**src/rtl/raster_irq_pkg.sv**
```systemverilog
package raster_irq_pkg;

    localparam int FIELD_W = 10;

    // Field positions within the two write words.
    localparam int VA_LSB   = 16;
    localparam int VB_LSB   = 0;
    localparam int HCNT_LSB = 0;
    localparam int HMOD_LSB = 12;
    localparam int HDOT_LSB = 16;

    typedef enum logic [1:0] {
        HM_FRAME  = 2'd0,
        HM_NLINES = 2'd1,
        HM_EVERY  = 2'd2,
        HM_RSVD   = 2'd3
    } hmode_e;

    typedef enum logic [1:0] {
        HS_ONCE  = 2'd0,
        HS_WRAP  = 2'd1,
        HS_TRACK = 2'd2
    } hstate_e;

    typedef struct packed {
        logic [FIELD_W-1:0] dot_pos;
        hmode_e             mode;
        logic [FIELD_W-1:0] count;
    } hcfg_t;

endpackage

```
**src/rtl/rirq_regs.sv**
```systemverilog
module rirq_regs
    import raster_irq_pkg::*;
#(
    parameter int DATA_W = 32
) (
    input  logic                         clk,
    input  logic                         rst_n,
    input  logic                         wr_en,
    input  logic                         wr_sel,
    input  logic [DATA_W-1:0]            wr_data,
    output logic [1:0][FIELD_W-1:0]      vline,
    output logic                         h_wr,
    output hcfg_t                        h_new
);

    logic v_wr;

    assign v_wr = wr_en && !wr_sel;
    assign h_wr = wr_en && wr_sel;

    always_comb begin
        h_new.count   = wr_data[HCNT_LSB +: FIELD_W];
        h_new.mode    = hmode_e'(wr_data[HMOD_LSB +: 2]);
        h_new.dot_pos = wr_data[HDOT_LSB +: FIELD_W];
    end

    always_ff @(posedge clk) begin
        if (!rst_n) begin
            vline <= '0;
        end else if (v_wr) begin
            vline[0] <= wr_data[VA_LSB +: FIELD_W];
            vline[1] <= wr_data[VB_LSB +: FIELD_W];
        end
    end

    // each vertical line lands from its own field
    a_r2_line_a_field: assert property (@(posedge clk) disable iff (!rst_n)
        v_wr |=> vline[0] == $past(wr_data[VA_LSB +: FIELD_W]));
    a_r2_line_b_field: assert property (@(posedge clk) disable iff (!rst_n)
        v_wr |=> vline[1] == $past(wr_data[VB_LSB +: FIELD_W]));

endmodule

```
**src/rtl/rirq_vmatch.sv**
```systemverilog
module rirq_vmatch
    import raster_irq_pkg::*;
#(
    parameter int LINE_W = 10,
    parameter int DOT_W  = 11
) (
    input  logic               clk,
    input  logic               rst_n,
    input  logic               dot_en,
    input  logic [LINE_W-1:0]  line,
    input  logic [DOT_W-1:0]   dot,
    input  logic               field_odd,
    input  logic [LINE_W:0]    total_lines,
    input  logic [FIELD_W-1:0] target,
    output logic               irq
);

    localparam int CW = ((LINE_W > FIELD_W) ? LINE_W : FIELD_W) + 2;

    logic [CW-1:0] want_row, have_row, dbl_row, tot_x;
    logic          hit;

    assign want_row = CW'({target, field_odd});
    assign have_row = CW'(line);
    assign dbl_row  = CW'({target, 1'b0});
    assign tot_x    = CW'(total_lines);

    assign hit = dot_en && (dot == '0) && (want_row == have_row) && (dbl_row < tot_x);

    always_ff @(posedge clk) begin
        if (!rst_n) irq <= 1'b0;
        else        irq <= hit;
    end

    a_r5_quiet_without_enable: assert property (@(posedge clk) disable iff (!rst_n)
        !dot_en |=> !irq);
    a_r3_start_of_line: assert property (@(posedge clk) disable iff (!rst_n)
        irq |-> $past(dot) == '0);
    a_r4_inside_frame: assert property (@(posedge clk) disable iff (!rst_n)
        irq |-> (CW'({$past(target), 1'b0}) < CW'($past(total_lines))));

endmodule

```
**src/rtl/rirq_hsched.sv**
```systemverilog
module rirq_hsched
    import raster_irq_pkg::*;
#(
    parameter int LINE_W = 10,
    parameter int DOT_W  = 11
) (
    input  logic               clk,
    input  logic               rst_n,
    input  logic               dot_en,
    input  logic [LINE_W-1:0]  line,
    input  logic [DOT_W-1:0]   dot,
    input  logic               field_odd,
    input  logic [LINE_W:0]    total_lines,
    input  logic [DOT_W-1:0]   line_len,
    input  logic               cfg_wr,
    input  hcfg_t              cfg_new,
    output logic               irq
);

    localparam int TW = FIELD_W + 1;
    localparam int CW = ((LINE_W > FIELD_W) ? LINE_W : FIELD_W) + 2;
    localparam int EW = ((DOT_W > FIELD_W + 1) ? DOT_W : FIELD_W + 1) + 1;

    hcfg_t         cfg;
    hstate_e       st, st_nxt;
    logic [TW-1:0] tgt, half, row;
    logic [CW-1:0] want_row, have_row, dbl_row, tot_x;
    logic [EW-1:0] dot_dbl, len_x, dot_goal, dot_x;
    logic          fire, over;

    function automatic logic [TW-1:0] stride(input hcfg_t c);
        if (c.mode == HM_EVERY || c.count == '0) return TW'(1);
        return TW'(c.count);
    endfunction

    function automatic logic repeats(input hmode_e m);
        return (m == HM_NLINES) || (m == HM_EVERY);
    endfunction

    assign half = TW'(total_lines >> 1);
    assign over = (half != '0) && (tgt >= half);
    assign row  = (st == HS_ONCE) ? TW'(cfg.count) : tgt;

    assign want_row = CW'({row, field_odd});
    assign have_row = CW'(line);
    assign dbl_row  = CW'({row, 1'b0});
    assign tot_x    = CW'(total_lines);

    assign dot_dbl  = EW'({cfg.dot_pos, 1'b0});
    assign len_x    = EW'(line_len);
    assign dot_goal = (dot_dbl >= len_x) ? (len_x - EW'(1)) : dot_dbl;
    assign dot_x    = EW'(dot);

    assign fire = dot_en && !cfg_wr && (st != HS_WRAP) && (dot_x == dot_goal)
               && (want_row == have_row) && (dbl_row < tot_x);

    // next state
    always_comb begin
        st_nxt = st;
        unique case (st)
            HS_ONCE:  st_nxt = HS_ONCE;
            HS_WRAP:  if (!over) st_nxt = HS_TRACK;
            HS_TRACK: if (fire) st_nxt = HS_WRAP;
            default:  st_nxt = HS_ONCE;
        endcase
        if (cfg_wr) st_nxt = repeats(cfg_new.mode) ? HS_WRAP : HS_ONCE;
    end

    // state register
    always_ff @(posedge clk) begin
        if (!rst_n) st <= HS_ONCE;
        else        st <= st_nxt;
    end

    // configuration, running target and output
    always_ff @(posedge clk) begin
        if (!rst_n) begin
            cfg <= '0;
            tgt <= '0;
            irq <= 1'b0;
        end else begin
            irq <= fire;
            if (cfg_wr) begin
                cfg <= cfg_new;
                tgt <= TW'(line >> 1) + stride(cfg_new);
            end else if (st == HS_WRAP && over) begin
                tgt <= tgt - half;
            end else if (st == HS_TRACK && fire) begin
                tgt <= tgt + stride(cfg);
            end
        end
    end

    a_r13_write_silences: assert property (@(posedge clk) disable iff (!rst_n)
        cfg_wr |=> !irq);
    a_r5_h_quiet_without_enable: assert property (@(posedge clk) disable iff (!rst_n)
        !dot_en |=> !irq);
    a_r8_dot_within_line: assert property (@(posedge clk) disable iff (!rst_n)
        irq |-> (EW'($past(dot)) < EW'($past(line_len))));

endmodule

```
**src/rtl/raster_irq_gen.sv**
```systemverilog
module raster_irq_gen
    import raster_irq_pkg::*;
#(
    parameter int LINE_W = 10,
    parameter int DOT_W  = 11,
    parameter int DATA_W = 32
) (
    input  logic              clk,
    input  logic              rst_n,
    input  logic              dot_en,
    input  logic [LINE_W-1:0] line,
    input  logic [DOT_W-1:0]  dot,
    input  logic              field_odd,
    input  logic [LINE_W:0]   total_lines,
    input  logic [DOT_W-1:0]  line_len,
    input  logic              wr_en,
    input  logic              wr_sel,
    input  logic [DATA_W-1:0] wr_data,
    output logic              irq_vpos1,
    output logic              irq_vpos2,
    output logic              irq_hpos
);

    localparam int NV = 2;

    logic [NV-1:0][FIELD_W-1:0] vline;
    logic [NV-1:0]              virq;
    logic                       h_wr;
    hcfg_t                      h_new;

    rirq_regs #(.DATA_W(DATA_W)) regs_i (
        .clk(clk), .rst_n(rst_n), .wr_en(wr_en), .wr_sel(wr_sel),
        .wr_data(wr_data), .vline(vline), .h_wr(h_wr), .h_new(h_new)
    );

    for (genvar gi = 0; gi < NV; gi++) begin : g_vert
        rirq_vmatch #(.LINE_W(LINE_W), .DOT_W(DOT_W)) vm_i (
            .clk(clk), .rst_n(rst_n), .dot_en(dot_en), .line(line), .dot(dot),
            .field_odd(field_odd), .total_lines(total_lines),
            .target(vline[gi]), .irq(virq[gi])
        );
    end

    rirq_hsched #(.LINE_W(LINE_W), .DOT_W(DOT_W)) hs_i (
        .clk(clk), .rst_n(rst_n), .dot_en(dot_en), .line(line), .dot(dot),
        .field_odd(field_odd), .total_lines(total_lines), .line_len(line_len),
        .cfg_wr(h_wr), .cfg_new(h_new), .irq(irq_hpos)
    );

    assign irq_vpos1 = virq[0];
    assign irq_vpos2 = virq[1];

endmodule

```
**config.mk**
```make
export PLATFORM = sky130hd
export DESIGN_NAME = raster_irq_gen
export DESIGN_NICKNAME = d
export VERILOG_FILES = /design/src/rtl/raster_irq_pkg.sv /design/src/rtl/rirq_regs.sv /design/src/rtl/rirq_vmatch.sv /design/src/rtl/rirq_hsched.sv /design/src/rtl/raster_irq_gen.sv
export SDC_FILE = /design/constraint.sdc
export NUM_CORES = 1
export LEC_CHECK = 0
export ABC_AREA = 1
export ABC_CLOCK_PERIOD_IN_PS = 6200
export BUFFER_PORTS_ARGS = -buffer_cell sky130_fd_sc_hd__buf_2
export CAP_MARGIN = 30
export CORE_MARGIN = 5
export CORE_UTILIZATION = 35
export DETAILED_ROUTE_END_ITERATION = 8
export GPL_TIMING_DRIVEN = 0
export PLACE_DENSITY = 0.49
export SLEW_MARGIN = 20
export SYNTH_ARGS = -nofsm -noshare
export SYNTH_HDL_FRONTEND = slang
export SYNTH_SLANG_ARGS = --single-unit
```
**constraint.sdc**
```tcl
create_clock -name clk -period 6.2 [get_ports clk]
set_clock_uncertainty 0.1 [all_clocks]
set_input_delay 1.24 -clock clk [delete_from_list [all_inputs] [get_ports clk]]
set_output_delay 1.24 -clock clk [all_outputs]
set_load 0.05 [all_outputs]
```
# Word level (Yosys, flattened, before mapping)
# Index checks and enable logic that the tools add are counted.
dict set report word_totals {
  wordCells 86
  reg_bits 58
  out_inout_bits 3
  inputBits 81
}
dict set report op_classes {
  order_cmp 5
  n_eq_ne 12
  mux 28
  add_sub_neg 4
  reduce_logical 27
}
# cell count
set op_table {}
lappend op_table {{$mux 11} 14}
lappend op_table {{$eq 11x10->1} 2}
lappend op_table {{$lt 11x11->1} 2}
lappend op_table {{$logic_not 10->1} 2}
lappend op_table {{$logic_and 1x1->1} 15}
lappend op_table {{$eq 11x12->1} 1}
lappend op_table {{$eq 12x10->1} 1}
lappend op_table {{$lt 12x11->1} 1}
lappend op_table {{$mux 12} 1}
lappend op_table {{$sub 11x1->12 const B} 1}
lappend op_table {{$add 11x11->11} 1}
lappend op_table {{$add 9x11->11} 1}
lappend op_table {{$ge 11x10->1} 1}
lappend op_table {{$ge 11x11->1} 1}
lappend op_table {{$logic_not 11->1} 1}
lappend op_table {{$reduce_bool 11->1} 1}
lappend op_table {{$sub 11x10->11} 1}
lappend op_table {{$mux 1} 9}
lappend op_table {{$eq 2x2->1 const B} 3}
lappend op_table {{$mux 2} 3}
lappend op_table {{$eq 2x1->1 const B} 2}
lappend op_table {{$pmux 2 s2} 1}
lappend op_table {{$logic_or 1x1->1} 3}
lappend op_table {{$ne 3x1->1 const B} 1}
lappend op_table {{other kinds (6)} 7}

# Longest topological paths before layout
# Gate-level depths: netlist (run 1).
dict set report logic_depth {
  depth_word 21
  ltp_mapped 22
  ltp_nobuf 20
}

# By module
# From an unflattened synthesis (run 1), not the netlist that was laid out.
dict set report unflattened {
  hier_cells 1121
  hier_area_um2 6641.4
}
# mod cells_each seq_area_each_um2 instances area_per_inst_um2
set by_module_without_submodules {}
lappend by_module_without_submodules {rirq_hsched 752 720.7 1 4535.6}
lappend by_module_without_submodules {rirq_vmatch 107 20.0 2 539.3}
lappend by_module_without_submodules {rirq_regs 155 400.4 1 1027.2}

# Worst setup path after synthesis (run 1)
# OpenSTA, ideal clock, no wires.
dict set report synth_path {
  kind {input -> register}
  startpoint {in wr_data[3]}
  endpoint {reg hs_i.tgt[8]}
  n_path_buf 0
  setup_slack_ps 2325
  setup_ps 112
  arrival_ps 3664
  stages 16
  cell_sequence {nor4_1 -> nand4_1 -> nand2_1 -> or2_2 -> ha_1 -> inv_1 -> fa_1 -> o31ai_1 -> inv_1 -> o21ai_0 -> nand3_1 -> nand2_1 -> xor2_1 -> o21ai_0 -> nor2_1 -> nor2_1}
}
dict set report synth_via {
  elab_chain_len 10
}
# element line
set synth_rtl {}
lappend synth_rtl {{start, declared} raster_irq_gen.sv:18} ;# input logic [DATA_W-1:0] wr_data,
lappend synth_rtl {{$logic_not 10->1} rirq_hsched.sv:32} ;# if (c.mode == HM_EVERY || c.count == '0) return TW'(1);
lappend synth_rtl {{$logic_or 1x1->1} rirq_hsched.sv:32}
lappend synth_rtl {{$mux 1} rirq_hsched.sv:32}
lappend synth_rtl {{$mux 1} rirq_hsched.sv:83} ;# if (cfg_wr) begin
lappend synth_rtl {{$mux 1} rirq_hsched.sv:77} ;# if (!rst_n) begin
lappend synth_rtl {{$mux 11 *} rirq_hsched.sv:33} ;# return TW'(c.count);
lappend synth_rtl {{$mux 11 *} rirq_hsched.sv:83}
lappend synth_rtl {{$mux 11 *} rirq_hsched.sv:77}
lappend synth_rtl {{$add 9x11->11 *} rirq_hsched.sv:85} ;# tgt <= TW'(line >> 1) + stride(cfg_new);
lappend synth_rtl {{$mux 11 *} rirq_hsched.sv:83}
lappend synth_rtl {{end signal, assigned} rirq_hsched.sv:85}
lappend synth_rtl {{end signal, assigned} rirq_hsched.sv:87} ;# tgt <= tgt - half;
lappend synth_rtl {{end signal, assigned} rirq_hsched.sv:89} ;# tgt <= tgt + stride(cfg);
lappend synth_rtl {{end, declared} rirq_hsched.sv:26} ;# logic [TW-1:0] tgt, half, row;
# Every way passes the cells marked *; elsewhere a longest branch is shown, timed or not. The select of a mux whose other input is x is not followed.
# A chain may end at the register's enable or synchronous reset.

# Worst setup path in the final report (run 1)
# Ends and elaborated chain as after synthesis.

==> results.cfg, run 1 <==
[critical_path]
r2r-start = hs_i.cfg[3]
start_kind = primary input
reg2reg_setup_slack_ns = 2.95
arrival_ns = 4.46
worstPathMaxFanout = 9
r2r_cells = 19
critical_path_class = primary input to flop
r2r-end = hs_i.tgt[7]
end_kind = flop
required_ns = 6.34

[global_routing]
gr-total-overflow = 0
grt_pass1_wl_mm = 34.6
antenna_found_initial = 0
grt_max_degree = 11
grt_pass1_vias = 6261
grt_usage_pct = 22.5

[finish]
fin_nets = 1195
syn_to_final_growth_pct = 15.5
drive_gt1_share_pct = 11.5
antenna_cells = 0
instances_no_fill = 1270

[yosys]
synth_nets = 1112
synth_top_area_cell = dfxtp_1
avgSynthCellArea_um2 = 6.32
ys_ff_latch = 58
synth_area_um2 = 6050
synth.top_cell.area_share_pct = 19.2
synth_async_sr_flop_share_pct = 0
syn_inst = 957
synth.area.top_cells = dfxtp_1 (19%), ha_1 (15%), nand2_1 (14%)
ys_types = 50
yosys_most_used_dff = dfxtp_1
yosysSeqAreaShare_pct = 19.2
synth_warnings = 0
synthTopCellsByCount = nand2_1 (227), nor2_1 (113), inv_1 (112)
yosysMostFrequentCell = nand2_1
synth_edf_count = 0

[flow_run]
drv_cap = 0

[clocking]
clk_latency_ns = 0.34
cts_tree = done
path_clk_slew_ns = 0.05
htree_num_levels = 3
post_cts_buffers = 0
cts_root_buffer = clkbuf_16
clkSinkCount = 58
cts_resized = 0
cts_buffers = 9
hold_buffers = 0
clk_path_buf_depth = 2

[hold_path]
min_path_type = flop to flop
min_from = hs_i.cfg[10]
min_to = hs_i.cfg[10]
hold_path_depth = 2

[timing]
timing.final.ws_setup_ns = 1.87
post-route-period-util_pct = 69.8
hold_viol_final = 0
fin_crit_ns = 4.33
drv_slew = 0
tightest_slew_ns = 0.604
max_freq_mhz = 231
setup_viol = 0
whs_ns = 0.356
tns_ns = 0
rsz0062_at_grt = no
relSlewSlack_pct = 59.7

[power_and_ir_drop]
p_total_mw = 1.46
p_leak_nw = 3.57
vdd_ir_drop_max_mv = 0.144
p_per_area_nw_per_um2 = 209

[die]
rows = 48
core-area_um2 = 17100
ios = 84
dieHeight_um = 141
dieArea_um2 = 20000
initial_core_util_pct = 35.3
dieWidth_um = 141

[place]
dp_hpwl_mm = 18.9
gp_congestion = 0.919
dp_cells = 1254
place_ws_ns = 1.57
portBuffers = 72

[routing]
dr_wl_met3_mm = 1.11
firstDrtPassIters = 5
ant_nets = 0
routed_wl_mm = 22.4
wl_met2_mm = 10.5
wire_per_inst_um = 17.6
drt_drc_violations_left = 0
via_per_inst = 5.15
vias = 6538
top_layer = met4
drt_iter0_drc = 378
wl_met1_mm = 10.2

[status]
outcome = finished, final reports clean
-- routing by layer --
| layer | up-vias | track usage (%) |
|---|---|---|
| li1 | 3345 | - |
| met1 | 2995 | 29.7 |
| met2 | 165 | 37.7 |
| met3 | 33 | 3.77 |
| met4 | 0 | 6.97 |
| met5 | - | 0 |
-- where the power goes --
part           switching, mW  internal [mW]
registers             0.0347          0.400
clock network          0.186          0.320
logic                  0.330          0.188
-- registers in the layout (all words and copies together) (netlist names) --
signal,cells
hs_i.cfg,22
regs_i.vline,20
hs_i.tgt,11
g_vert.vm_i.irq,2
hs_i.st,2
hs_i.irq,1
-- worst max path at each step --
| stage | to | depth (start not counted) | start | slack (ns) |
|---|---|---|---|---|
| floorplan | hs_i.tgt[8] | 16 | wr_data[3] | 2.32 |
| global placement | hs_i.tgt[8] | 17 | wr_data[3] | 1.57 |
| detailed placement | hs_i.tgt[8] | 17 | wr_data[3] | 1.57 |
| CTS | hs_i.tgt[8] | 17 | wr_data[3] | 1.92 |
| global route | hs_i.tgt[8] | 17 | wr_data[3] | 1.50 |
| finish | hs_i.tgt[8] | 17 | wr_data[3] | 1.87 |
-- final cells by class --
| class | count | area, um^2 |
|---|---|---|
| flip-flops and latches | 58 | 1160 |
| clock buffers | 11 | 243 |
| plain buffers | 24 | 129 |
| well taps | 225 | 282 |
| inverters | 120 | 450 |
| multi-input cells | 755 | 4310 |
| fillers | 1885 | 10100 |
| clock inverters | 5 | 53.8 |
| repair buffers | 72 | 360 |
-- cell usage in the layout (no fill, tap or decap), drive strengths merged, types with 6 or more instances in the layout --
| master | Yosys | routed |
|---|---|---|
| nand2 | 232 | 232 |
| nor2 | 119 | 119 |
| inv | 118 | 118 |
| buf | 11 | 83 |
| o21ai | 74 | 74 |
| ha | 71 | 71 |
| a21oi | 70 | 70 |
| dfxtp | 58 | 58 |
| nand3 | 57 | 57 |
| xor2 | 29 | 29 |
| clkbuf | 13 | 24 |
| nand4 | 21 | 21 |
| nor4 | 14 | 14 |
| nand3b | 8 | 8 |
| xnor2 | 8 | 8 |
| nor3 | 8 | 8 |
| o211ai | 7 | 7 |
| clkinv | 2 | 6 |
-- worst max-delay path, cell delays in order --
cell,delay (ns)
buf_2,0.13
nor4_1,0.31
nand4_1,0.16
nand2_1,0.28
or2_2,0.17
ha_1,0.16
inv_1,0.08
fa_1,0.40
o31ai_1,0.36
inv_1,0.07
o21ai_0,0.30
nand3_1,0.17
nand2_1,0.11
xor2_1,0.25
o21ai_0,0.11
nor2_1,0.12
nor2_1,0.04
-- logic make-up (layout without fill, tap and decap cells) --
family	after synthesis	count (layout)	share of synthesized area (%)
flops	58	58	19.2
compound gates	179	179	16.3
simple gates	464	464	33.7
xor+xnor	37	37	5.36
fa+ha+maj	74	74	15.7
mux	1	1	0.166
buf+inv	144	232	9.58
-- metrics by stage --
| step | util (%) | cell area, um^2 |
|---|---|---|
| global placement | 39.1 | 6690 |
| global route | 40.8 | 6990 |
| detailed placement | 39.1 | 6690 |
| floorplan | - | 6050 |
| finish | 40.8 | 6990 |
| CTS | 40.8 | 6990 |
(Power assumes the default switching activity.)
==> run 2, diff against run 1 <==
--- a/config.mk
+++ b/config.mk
@@ -5,15 +5,15 @@
 export SDC_FILE = /design/constraint.sdc
 export NUM_CORES = 1
 export LEC_CHECK = 0
-export ABC_AREA = 1
-export ABC_CLOCK_PERIOD_IN_PS = 6200
+export ABC_AREA = 0
+export ABC_CLOCK_PERIOD_IN_PS = 3800
 export BUFFER_PORTS_ARGS = -buffer_cell sky130_fd_sc_hd__buf_2
 export CAP_MARGIN = 30
 export CORE_MARGIN = 5
 export CORE_UTILIZATION = 35
 export DETAILED_ROUTE_END_ITERATION = 8
 export GPL_TIMING_DRIVEN = 0
-export PLACE_DENSITY = 0.49
+export PLACE_DENSITY = 0.52
 export SLEW_MARGIN = 20
 export SYNTH_ARGS = -nofsm -noshare
 export SYNTH_HDL_FRONTEND = slang
==> constraint.sdc (replaced) <==
create_clock -name clk -period 3.8 [get_ports clk]
set_clock_uncertainty 0.1 [all_clocks]
set_input_delay 0.76 -clock clk [delete_from_list [all_inputs] [get_ports clk]]
set_output_delay 0.76 -clock clk [all_outputs]
set_load 0.05 [all_outputs]
==> run 2 against run 1 <==
  * Final area shrank 3.8%
  * Register-to-register slack lost 2.8 ns
  * Sequential power grew 56%
  * Flip-flop and latch count is the same
  * Critical path depth shrank 5
  * Worst hold slack gained 0.0058 ns
  * Synthesized cell count shrank 27%
  * Synthesized area shrank 10%
  * Via count shrank 19%
  * Combinational power grew 13%
  * Sequential share of layout area grew 0.72 points
  * Clock-buffer cell count shrank 2
==> results.cfg, run 2 <==
[routing]
routed_wl_mm = 18.4
drt_drc_violations_left = 0
ant_nets = 0
firstDrtPassIters = 4
via_per_inst = 5.37
vias = 5306
drt_iter0_drc = 217
wire_per_inst_um = 18.6

[clocking]
cts_buffers = 9
clkSinkCount = 58
hold_buffers = 0
clk_path_buf_depth = 2
cts_root_buffer = clkbuf_16
cts_tree = done
path_clk_slew_ns = 0.06
clk_latency_ns = 0.33
htree_num_levels = 3

[global_routing]
antenna_found_initial = 0
gr-total-overflow = 0
grt_pass1_wl_mm = 28.5
grt-busiest-layer = met2
grt_use_met3_pct = 2.46
grt_usage_pct = 20.0
grtUsageMet1_pct = 27.3
grt_max_degree = 13
grt_util_met2_pct = 33.2
grt_pass1_vias = 5385

[critical_path]
worstSetupEndpoint = hs_i.tgt[1]
arrival_ns = 3.83
critical_path_class = primary input to flop
reg2reg_setup_slack_ns = 0.11
worstPathMaxFanout = 7
critPathLaunch = line_len[1]
r2r_cells = 14
required_ns = 3.93
start_kind = primary input
r2r-start = hs_i.st[1]
r2r-end = hs_i.tgt[1]
end_kind = flop

[yosys]
synthTopCellsByCount = nand2_1 (110), a21oi_1 (80), ha_1 (71)
synth_compound_area_share_pct = 21.0
synth_edf_count = 0
synth_warnings = 0
synth_top_family_by_area = simple AND/OR/NAND/NOR gates
synth_nets = 853
ys_types = 64
synth.area.top_cells = dfxtp_1 (21%), ha_1 (16%), nand2_1 (7.6%)
synth_async_sr_flop_share_pct = 0
ys_ff_latch = 58
yosysSeqAreaShare_pct = 21.4
syn_inst = 698
yosys_most_used_dff = dfxtp_1
avgSynthCellArea_um2 = 7.77
synthXorXnorAreaFrac_pct = 9.69
synth_simple_gate_area_share_pct = 21.6
synth_fa_ha_area_share_pct = 17.5
yosysMostFrequentCell = nand2_1
synth.top_cell.area_share_pct = 21.4
synth_area_um2 = 5420
synth_top_area_cell = dfxtp_1
synthMuxAreaShare_pct = 3.92

[die]
dieHeight_um = 134
dieWidth_um = 134
dieArea_um2 = 18100
initial_core_util_pct = 35.7
ios = 84
core-area_um2 = 15200
rows = 45

[place]
dp_hpwl_mm = 15.0
gp_congestion = 0.906
place_ws_ns = -0.583
portBuffers = 72

[finish]
drive_gt1_share_pct = 18.9
final_util_pct = 44.2
fin_nets = 951
largest_reg_flops = 22
final_common_cell = nand2_1
top_register = hs_i.cfg
largestRegisters = hs_i.cfg (22), regs_i.vline (20), hs_i.tgt (11)
antenna_cells = 0
final_cell_mix = nand2_1 (110), a21oi_1 (77), buf_2 (70), ha_1 (64), dfxtp_1 (57)
syn_to_final_growth_pct = 23.9

[timing]
setup_viol = 0
drv_slew = 0
post-route-period-util_pct = 97.3
tns_ns = 0
max_freq_mhz = 271
timing.final.ws_setup_ns = 0.104
relSlewSlack_pct = 52.1
tightest_slew_ns = 0.713
fin_crit_ns = 3.70
rsz0062_at_grt = yes
hold_viol_final = 0
whs_ns = 0.362

[flow_run]
drv_cap = 0

[power_and_ir_drop]
p_per_area_nw_per_um2 = 332
p_leak_nw = 3.09
p_total_mw = 2.23
vdd_ir_drop_max_mv = 0.165

[status]
outcome = finished, final reports clean

[hold_path]
min_path_type = flop to flop
run 2: cell types whose count changed in the layout (fill, tap and decap cells not counted), sizes merged, moves of 9 or more:
cell    previous run  this run
nand2            232       110
nor2             119        27
inv              118        46
nand3             57         5
o21ai             74        28
xnor2              8        33
nor2b              0        18
o21a               3        19
nand4             21         8
a21oi             70        80
mux2               0        10
and2               1        10
mux2i              1        10
nand2b             0         9
run 2: repair_timing:
item / in CTS / in global routing
pin swaps: 1 / 23
endpoints found under the setup margin: 12 / 11
gates cloned: 0 / 2
resized for setup: 7 / 48
buffers inserted: 1 / 12
run 2: worst max-delay path, cell delays in order:
cell and delay, ns:
buf_8 0.10, inv_4 0.06, ha_4 0.14, or4b_4 0.50, nor4_4 0.33, a21oi_1 0.11
or4_4 0.42, a221o_1 0.34, nor4_4 0.35, a31oi_4 0.21, or3_4 0.43, o311ai_1 0.08
run 2: logic make-up (layout without fill, tap and decap cells):
kind of cell	Yosys count	after routing
and+or+nand+nor	235	235
AOI/OAI and AO/OA	183	184
adders and majority gates	74	74
buffers and inverters	68	170
xor gates and xnor gates	60	60
DFF	58	58
muxes	20	20
run 2: layer usage:
layer	vias to the layer above	routed length [um]
li1	2679	-
met1	2497	8720
met2	108	8530
met3	22	740
met4	0	384
met5	-	0
run 2: worst min path at each step:
| stage | cells after the start | slack, ns | from | end |
|---|---|---|---|---|
| CTS | 2 | 0.37 | hs_i.cfg[10] | hs_i.cfg[10] |
| global route | 2 | 0.40 | hs_i.cfg[10] | hs_i.cfg[10] |
| floorplan | 2 | 0.34 | hs_i.cfg[11] | hs_i.cfg[11] |
| detailed placement | 2 | 0.36 | hs_i.cfg[10] | hs_i.cfg[10] |
| finish | 2 | 0.36 | hs_i.cfg[10] | hs_i.cfg[10] |
| global placement | 2 | 0.35 | hs_i.cfg[10] | hs_i.cfg[10] |
run 2: final cells by class:
class	instances	area, um^2
fill	1538	8480
multi-input combinational	573	4190
sequential	58	1160
timing repair buffer	86	497
tap	188	235
clock buffer	9	225
inverter	46	178
clock inverter	7	125
buffer	22	100
run 2: power breakdown:
group | total [mW] | leakage (nW) | internal (mW) | switching [mW]
Clock | 0.971 | 0.170 | 0.646 | 0.325
Combinational | 0.583 | 2.44 | 0.252 | 0.331
Sequential | 0.677 | 0.475 | 0.638 | 0.0392
run 2: through the flow:
| step | instance area (um^2) | std cells |
|---|---|---|
| 2_1_floorplan | 5420 | 698 |
| 3_3_place_gp | 6020 | 958 |
| 3_5_place_dp | 6020 | 958 |
| 4_1_cts | 6420 | 975 |
| 5_1_grt | 6720 | 989 |
| 6_report | 6720 | 989 |
==> run 3, diff against run 2 <==
--- a/config.mk
+++ b/config.mk
@@ -6,14 +6,15 @@
 export NUM_CORES = 1
 export LEC_CHECK = 0
 export ABC_AREA = 0
-export ABC_CLOCK_PERIOD_IN_PS = 3800
+export ABC_CLOCK_PERIOD_IN_PS = 3500
 export BUFFER_PORTS_ARGS = -buffer_cell sky130_fd_sc_hd__buf_2
 export CAP_MARGIN = 30
 export CORE_MARGIN = 5
 export CORE_UTILIZATION = 35
 export DETAILED_ROUTE_END_ITERATION = 8
+export GPL_ROUTABILITY_DRIVEN = 0
 export GPL_TIMING_DRIVEN = 0
-export PLACE_DENSITY = 0.52
+export PLACE_DENSITY = 0.5
 export SLEW_MARGIN = 20
 export SYNTH_ARGS = -nofsm -noshare
 export SYNTH_HDL_FRONTEND = slang
==> constraint.sdc (replaced) <==
create_clock -name clk -period 3.5 [get_ports clk]
set_clock_uncertainty 0.1 [all_clocks]
set_input_delay 0.7 -clock clk [delete_from_list [all_inputs] [get_ports clk]]
set_output_delay 0.7 -clock clk [all_outputs]
set_load 0.05 [all_outputs]
==> run 3 against run 2 <==
  * Power up 2.9%
  * Largest power group unchanged
  * Setup slack worse by 0.12 ns
  * Critical path type is now flop to flop
  * Final area up 1.7%
  * Wire length up 0.44%
  * Combinational power increased by 12%
  * Sequential share of layout area down 0.21 points
  * Clock-buffer cell count rose by 4
  * Global-route usage grew 0.36 points
  * Sequential power is 9.0% higher
  * The flow now finishes with violations (setup timing)
==> results.cfg, run 3 (synthesis gave the netlist of run 2 again) <==
[power_and_ir_drop]
vdd_ir_drop_max_mv = 0.193
p_leak_nw = 3.11
p_per_area_nw_per_um2 = 336

[clocking]
cts_tree = done
cts_root_buffer = clkbuf_16
cts_buffers = 9
clk_path_buf_depth = 2
htree_num_levels = 3
clk_latency_ns = 0.33
path_clk_slew_ns = 0.05
clkSinkCount = 58

[timing]
rsz0062_at_grt = yes
drv_slew = 0
setup_viol = 1
whs_ns = 0.370
timing.final.ws_setup_ns = -0.0165
hold_viol_final = 0
fin_crit_ns = 3.52
post-route-period-util_pct = 100
relSlewSlack_pct = 59.9
tightest_slew_ns = 0.597
max_freq_mhz = 284
tns_ns = -0.0165

[critical_path]
required_ns = 3.62
worstPathMaxFanout = 8
worst-path-stages = 15
max_stage_delay_ns = 0.39
arrival_ns = 3.64
critical_path_class = flop to flop
start_kind = flop
cp_cell_sequence = nor2_4, buf_6, mux2_4, ha_2, a21o_1, a21o_1, a21oi_2, nor2_1, a211o_1, a221o_1, nor4_4, a31oi_4, buf_6, nand4b_1, and3_1
crit_family = compound AO/OA/AOI/OAI gates
r2r_cells = 15
end_kind = flop
crit_slowest_cell = a221o_1
critPathBufInv = 2

[hold_path]
hold_path_depth = 2
min_path_type = flop to flop

[die]
dieHeight_um = 134
dieWidth_um = 134
dieArea_um2 = 18100
core-area_um2 = 15200
rows = 45
initial_core_util_pct = 35.7
ios = 84

[finish]
antenna_cells = 0
drive_gt1_share_pct = 21.1
final_util_pct = 44.9
largestRegisters = hs_i.cfg (22), regs_i.vline (20), hs_i.tgt (11)
top_register = hs_i.cfg
fill_cells = 1580
syn_to_final_growth_pct = 26.0
final_cell_mix = nand2_1 (110), a21oi_1 (74), buf_2 (70), ha_1 (60), dfxtp_1 (53)
final_common_cell = nand2_1
largest_reg_flops = 22
fin_nets = 955

[status]
violations = setup timing
outcome = finished, violations left

[routing]
ant_nets = 0
wire_per_inst_um = 18.6
drt_iter0_drc = 273
firstDrtPassIters = 7
routed_wl_mm = 18.5
drt_drc_violations_left = 0
via_per_inst = 5.43
vias = 5388

[global_routing]
gr-total-overflow = 0
grt_usage_pct = 20.4
grt_pass1_wl_mm = 28.6
grt_max_degree = 11
antenna_found_initial = 0
grt_pass1_vias = 5420

[place]
dp_hpwl_mm = 14.9
place_ws_ns = -0.851
portBuffers = 72

[flow_run]
drv_cap = 0
==> run 3: cell count changes in the layout (fill, tap and decap cells not counted), moves of 4 or more <==
cell	delta
o21ai_0	-4
mux2_4	+5
dfxtp_2	+4
buf_4	+5
dfxtp_1	-4
ha_1	-4
o21ai_1	+4
mux2_2	-6
==> run 3: layout make-up <==
type | count | area [um^2] | area share (%)
sequential | 58 | 1170 | 17.1
timing repair buffer | 90 | 532 | 7.78
buffer | 22 | 100 | 1.47
inverter | 46 | 184 | 2.69
multi-input combinational | 573 | 4310 | 63.0
clock buffer | 13 | 270 | 3.96
tap | 188 | 235 | 3.44
clock inverter | 2 | 35.0 | 0.513
==> run 3: report_power, final <==
part           internal [mW]  switching (mW)  leakage, nW
sequential             0.694          0.0444        0.477
combinational          0.287           0.365         2.48
clock                  0.604           0.302        0.152
==> run 3: stage by stage <==
step | area, um^2 | cells | power [mW]
floorplan | 5450 | 698 | 1.12
detailed placement | 6040 | 958 | 1.33
finish | 6830 | 992 | 2.30
global route | 6830 | 992 | 2.42
CTS | 6610 | 986 | 2.27
global placement | 6040 | 958 | 1.31
==> run 3: worst reg2reg max path, delay by kind of cell, from the launching register on <==
kind / cells / cell delay (ns)
buffers and inverters: 2 / 0.38
DFF: 1 / 0.36
AOI/OAI and AO/OA: 6 / 1.33
adders and majority gates: 1 / 0.17
muxes: 1 / 0.32
and+or+nand+nor: 5 / 0.78
==> run 3: what timing repair did <==
item | CTS | global route
hold buffers | 0 | 0
setup endpoints to repair | 12 | 12
pin swaps | 20 | 19
resized for setup | 35 | 40
cloned | 1 | 1
buffers inserted | 12 | 5
==> run 3: path summary, 6_finish.rpt <==
path | start | to | slack, ns
worst max-delay path | hs_i.st[1] | hs_i.tgt[10] | -0.02
worst min-delay path | hs_i.cfg[10] | hs_i.cfg[10] | 0.37
worst max register to register | hs_i.st[1] | hs_i.tgt[10] | -0.02
worst min register to register | hs_i.cfg[10] | hs_i.cfg[10] | 0.37
==> run 3: per-layer routing <==
metal  GRT usage (%)  routed length [um]
met3            2.53                 718
met4            7.81                 452
met1            26.8                8530
met5               0                   0
met2            34.2                8750
